`config.mk`:
```
export PLATFORM = sky130hd
export DESIGN_NAME = amclk_gen
export DESIGN_NICKNAME = d
export VERILOG_FILES = /design/src/rtl/amclk_pkg.sv /design/src/rtl/amclk_ctl.sv /design/src/rtl/amclk_div.sv /design/src/rtl/amclk_frame.sv /design/src/rtl/amclk_gen.sv
export SDC_FILE = /design/constraint.sdc
export NUM_CORES = 1
export LEC_CHECK = 0
export BUFFER_PORTS_ARGS = -buffer_cell sky130_fd_sc_hd__buf_2
export CORE_MARGIN = 5
export CORE_UTILIZATION = 51
export DETAILED_ROUTE_END_ITERATION = 6
export HOLD_SLACK_MARGIN = 0.02
export PLACE_DENSITY = 0.73
export SETUP_SLACK_MARGIN = 0.4
export SYNTH_ARGS = -nofsm -noshare
export SYNTH_HDL_FRONTEND = slang
export SYNTH_HIERARCHICAL = 1
export SYNTH_SLANG_ARGS = --single-unit
```
`constraint.sdc`:
```
create_clock -name clk_i -period 2.71 [get_ports clk_i]
set_clock_uncertainty 0.15 [all_clocks]
set_input_delay 0.271 -clock clk_i [delete_from_list [all_inputs] [get_ports clk_i]]
set_output_delay 0.271 -clock clk_i [all_outputs]
set_load 0.03 [all_outputs]
```
`src/rtl/amclk_pkg.sv`:
```
package amclk_pkg;
  localparam int CODE_W = 3;
  localparam int SH_W   = 3;

  typedef struct packed {
    logic              base;
    logic [SH_W-1:0]   shift;
  } ratio_t;
endpackage

```
`src/rtl/amclk_ctl.sv`:
```
module amclk_ctl import amclk_pkg::*; #(
  parameter int TOP_A = 4,
  parameter int TOP_B = 3
) (
  input  logic              clk_i,
  input  logic              rst_ni,
  input  logic              base_sel_i,
  input  logic [CODE_W-1:0] mult_code_i,
  input  logic              run_i,
  input  logic              gate_i,
  output ratio_t            ratio_o,
  output logic              on_o,
  output logic              err_o
);
  logic              base_q, run_q, gate_q;
  logic [CODE_W-1:0] code_q;
  logic [CODE_W-1:0] top_code;

  always_ff @(posedge clk_i or negedge rst_ni) begin
    if (!rst_ni) begin
      base_q <= 1'b0;
      code_q <= '0;
      run_q  <= 1'b0;
      gate_q <= 1'b0;
    end else begin
      base_q <= base_sel_i;
      code_q <= mult_code_i;
      run_q  <= run_i;
      gate_q <= gate_i;
    end
  end

  assign top_code      = base_q ? CODE_W'(TOP_B) : CODE_W'(TOP_A);
  assign err_o         = code_q > top_code;
  assign ratio_o.base  = base_q;
  assign ratio_o.shift = SH_W'(top_code - code_q);
  assign on_o          = run_q & ~gate_q & ~err_o;

  p_err_flag_r5: assert property (@(posedge clk_i) disable iff (!rst_ni)
    ($past(rst_ni) && (($past(base_sel_i) && $past(mult_code_i) > 3'd3) ||
                       (!$past(base_sel_i) && $past(mult_code_i) > 3'd4))) |-> err_o);
  p_err_stops_r5: assert property (@(posedge clk_i) disable iff (!rst_ni)
    err_o |-> !on_o);
endmodule

```
`src/rtl/amclk_div.sv`:
```
module amclk_div import amclk_pkg::*; #(
  parameter int CNT_W = 4
) (
  input  logic            clk_i,
  input  logic            rst_ni,
  input  logic            live_i,
  input  logic [SH_W-1:0] shift_i,
  output logic            tc_o
);
  logic [CNT_W-1:0] cnt_q, lim;

  assign lim  = CNT_W'((32'd1 << shift_i) - 32'd1);
  assign tc_o = live_i & (cnt_q == lim);

  always_ff @(posedge clk_i or negedge rst_ni) begin
    if (!rst_ni)                cnt_q <= '0;
    else if (!live_i || tc_o)   cnt_q <= '0;
    else                        cnt_q <= cnt_q + 1'b1;
  end

  p_cnt_bound_r4: assert property (@(posedge clk_i) disable iff (!rst_ni)
    live_i && $stable(shift_i) |-> cnt_q <= lim);
endmodule

```
`src/rtl/amclk_frame.sv`:
```
module amclk_frame #(
  parameter int FRAME_A = 512,
  parameter int FRAME_B = 384,
  localparam int FCNT_W = $clog2(FRAME_A)
) (
  input  logic clk_i,
  input  logic rst_ni,
  input  logic live_i,
  input  logic base_i,
  output logic tc_o
);
  logic [FCNT_W-1:0] cnt_q, lim;

  assign lim  = base_i ? FCNT_W'(FRAME_B - 1) : FCNT_W'(FRAME_A - 1);
  assign tc_o = live_i & (cnt_q == lim);

  always_ff @(posedge clk_i or negedge rst_ni) begin
    if (!rst_ni)               cnt_q <= '0;
    else if (!live_i || tc_o)  cnt_q <= '0;
    else                       cnt_q <= cnt_q + 1'b1;
  end
endmodule

```
`src/rtl/amclk_gen.sv`:
```
module amclk_gen import amclk_pkg::*; #(
  parameter int FRAME_A = 512,
  parameter int FRAME_B = 384,
  parameter int TOP_A   = 4,
  parameter int TOP_B   = 3,
  localparam int CNT_W  = TOP_A
) (
  input  logic              clk_i,
  input  logic              rst_ni,
  input  logic              base_sel_i,
  input  logic [CODE_W-1:0] mult_code_i,
  input  logic              run_i,
  input  logic              gate_i,
  output logic              mclk_en_o,
  output logic              fs_en_o,
  output logic              mclk_valid_o,
  output logic              code_err_o
);
  ratio_t cfg, act_q;
  logic   on, live_q, run_now, div_tc, frame_tc;

  amclk_ctl #(.TOP_A(TOP_A), .TOP_B(TOP_B)) i_ctl (
    .clk_i, .rst_ni, .base_sel_i, .mult_code_i, .run_i, .gate_i,
    .ratio_o(cfg), .on_o(on), .err_o(code_err_o)
  );

  assign run_now = live_q & on;

  // new ratio is taken while idle or at a frame end (also a divider end)
  always_ff @(posedge clk_i or negedge rst_ni) begin
    if (!rst_ni) begin
      live_q <= 1'b0;
      act_q  <= '0;
    end else begin
      live_q <= on;
      if (!run_now || frame_tc) act_q <= cfg;
    end
  end

  amclk_div #(.CNT_W(CNT_W)) i_div (
    .clk_i, .rst_ni, .live_i(run_now), .shift_i(act_q.shift), .tc_o(div_tc)
  );

  amclk_frame #(.FRAME_A(FRAME_A), .FRAME_B(FRAME_B)) i_frame (
    .clk_i, .rst_ni, .live_i(run_now), .base_i(act_q.base), .tc_o(frame_tc)
  );

  assign mclk_en_o    = div_tc;
  assign fs_en_o      = frame_tc;
  assign mclk_valid_o = run_now;

  p_gate_stops_r6: assert property (@(posedge clk_i) disable iff (!rst_ni)
    $past(gate_i) |-> !mclk_valid_o && !mclk_en_o);
  p_run_stops_r6: assert property (@(posedge clk_i) disable iff (!rst_ni)
    !$past(run_i) |-> !mclk_valid_o && !fs_en_o);
  p_hold_ratio_r8: assert property (@(posedge clk_i) disable iff (!rst_ni)
    mclk_valid_o && !fs_en_o |=> $stable(act_q));
  p_frame_aligned_r9: assert property (@(posedge clk_i) disable iff (!rst_ni)
    fs_en_o |-> mclk_en_o);
  p_err_quiet_r5: assert property (@(posedge clk_i) disable iff (!rst_ni)
    code_err_o |-> !mclk_valid_o);
endmodule

```
==> out/qor.yml <==
cap_violations: 0
routed_wirelength_um: 2400
clockBufferDepth: 2
grt_max_degree: 25
yosys.area_share.simple_pct: 16.4
synthToLayoutAreaGrowth_pct: 36.7
routed-wl-met2_um: 1310
synth_cell_types: 33
ant_nets: 0
holdWs_ns: 0.313
synth_edf_count: 0
vias_per_cell: 5.14
clk_latency_ns: 0.31
dr.pass1.iters: 4
multiInputGateArea_um2: 699
numCtsBuffers: 3
regArea_um2: 602
yosysSeqAreaShare_pct: 48.1
synthMuxAreaShare_pct: 5.62
setup_viol_count_final: 0
worstSetupPathType: "flop to output pin"
gp_congestion: 0.791
syn_avg_cell_area_um2: 11.8
dp_hpwl_um: 1590
mostFrequentLayoutCells: "dfrtp_1 (23), buf_4 (16), nor2_1 (10)"
core_region_area_um2: 2410
port_buffers: 11
maxSlewHeadroom_pct: 65.9
synth_compound_area_share_pct: 10.9
wl_met3_um: 68
grt_use_total_pct: 16.0
p_leak_uw: 0.000800
drt-initial-drc-count: 31
rows: 18
grt_pass1_wl_um: 4150
root_buffer: "clkbuf_4"
synth_top_family_by_area: "simple AND/OR/NAND/NOR gates"
drive_gt1_share_pct: 39.6
fin_nets: 160
total_power_uw: 725
postSynth.asyncResetShare_pct: 100
yosysWarnings: 6
powerDensity_nw_per_um2: 425
maxUsedRoutingLayer: "met4"
fill_cells: 162
endpoint_kind: "output pin"
antennaDiodeCount: 0
drc_errors: 0
h-tree-depth: 1
die-height_um: 59.5
wl_per_cell_um: 13.8
dieArea_um2: 3530
rsz0062_at_grt: "true"
via_count: 895
grt_pass1_vias: 932
fin_crit_ns: 2.63
worst_pin_slew_ns: 0.511
slew_violations: 0
cp_max_fo: 3
hp-class: "input pin to asynchronous set/reset pin"
stdcell_count: 174
cts_tree: "yes"
synth_xor_area_share_pct: 7.62
placed_cells: 147
syn_area_um2: 1250
crit_path_start_kind: "flop"
wl_met1_um: 989
antenna_found_initial: 0
ir_drop_mv: 0.396
synthFlopType: "dfrtp_1"
cts.sinks: 24
hold_viol: 0
pin_count: 12
min_period_over_period_pct: 97.0
synth_top_cell_by_area: "dfrtp_1"
synth_cells: 106
status: "finished clean"
start_util_pct: 51.8
netlist.area_leader.share_pct: 48.1
synth_area_leaders: "dfrtp_1 (48%), ha_1 (6.0%), mux2_4 (4.8%), xor2_1 (3.5%), inv_1 (3.0%)"
grt_overflow: 0
cts.clk_slew.worst_paths_ns: 0.13
synth_fa_ha_area_share_pct: 7.62
syn_nets: 121
max_freq_mhz: 380
cp.arrival_ns: 2.21
required_ns: 2.29
ys_ff_latch: 24
fp.dieW_um: 59.5
layout_commonest_cell: "dfrtp_1"
[logic make-up after synthesis]
logic type	after synthesis
mux	5
compound gates	16
simple gates	33
xor+xnor	10
fa+ha+maj	7
flops	24
buf+inv	11
[routing by layer]
layer | track usage [%] | up-vias
met2 | 27.3 | 18
met1 | 18.7 | 429
met5 | 0 | -
met3 | 2.61 | 4
li1 | - | 444
met4 | 9.71 | 0
[sequential cells by signal (all words and copies together) (netlist names)]
signal and cells:
i_ctl/run_q 1, i_ctl/base_q 1, i_ctl/code_q 3, live_q 1, i_div/cnt_q 4, i_ctl/gate_q 1, act_q 4, i_frame/cnt_q 9
[path summary, 6_finish.rpt]
check / startpoint / depth (start not counted) / endpoint / slack [ns]
max reg2reg: i_ctl/base_q$_DFF_PN0_ / 10 / act_q[1]$_DFFE_PN0P_ / 0.24
max: act_q[1]$_DFFE_PN0P_ / 7 / mclk_en_o / 0.08
min: rst_ni / 2 / i_frame/cnt_q[7]$_DFF_PN0_ / 0.31
min reg2reg: i_frame/cnt_q[0]$_DFF_PN0_ / 1 / i_frame/cnt_q[0]$_DFF_PN0_ / 0.32
max in group asynchronous: rst_ni / 2 / i_ctl/base_q$_DFF_PN0_ / 1.73
min in group clk_i: i_frame/cnt_q[0]$_DFF_PN0_ / 1 / i_frame/cnt_q[0]$_DFF_PN0_ / 0.32
[synthesized netlist by cell type (all sizes together), types with 2 or more instances]
cell / count
a211oi: 2
a21oi: 4
dfrtp: 24
ha: 6
inv: 10
mux2: 4
nand2: 4
nand3: 5
nor2: 10
o21ai: 3
or3: 5
xnor2: 5
xor2: 5
[critical path, cell delays in order (launching register included)]
cell and delay (ns):
dfrtp_1 0.41, or3b_4 0.41, ha_4 0.19, xnor2_4 0.14, mux2i_1 0.25, a22o_2 0.20
and3_4 0.18, buf_6 0.12
[what timing repair did]
item	CTS	global route
gates resized for setup	16	4
hold buffers	7	0
setup buffers	11	5
pin swaps	8	6
endpoints found under the hold margin	30	0
endpoints found under the setup margin	8	9
[final cells by class]
class,count,area share [%]
Tap cell,30,2.20
Inverter,10,2.49
Clock buffer,4,2.13
Timing Repair Buffer,35,16.9
Multi-Input combinational cell,71,41.0
Sequential cell,24,35.3
[through the flow]
stage	setup slack [ns]	TNS (ns)	utilization (%)	area, um^2
finish	0.0804	0	70.8	1710
global route	-0.0249	-0.0249	70.8	1710
CTS	0.0657	0	68.1	1640
detailed placement	0.149	0	56.9	1370
global placement	0.246	0	56.9	1370
floorplan	0.0587	0	-	1280
[where the power goes]
part           internal [uW]  switching [uW]  total, uW
Combinational           91.6            66.1        158
Clock                   82.0             103        185
Sequential               371            11.2        383
Total                    545             180        725
No activity file was read; power rests on OpenSTA's default activity.
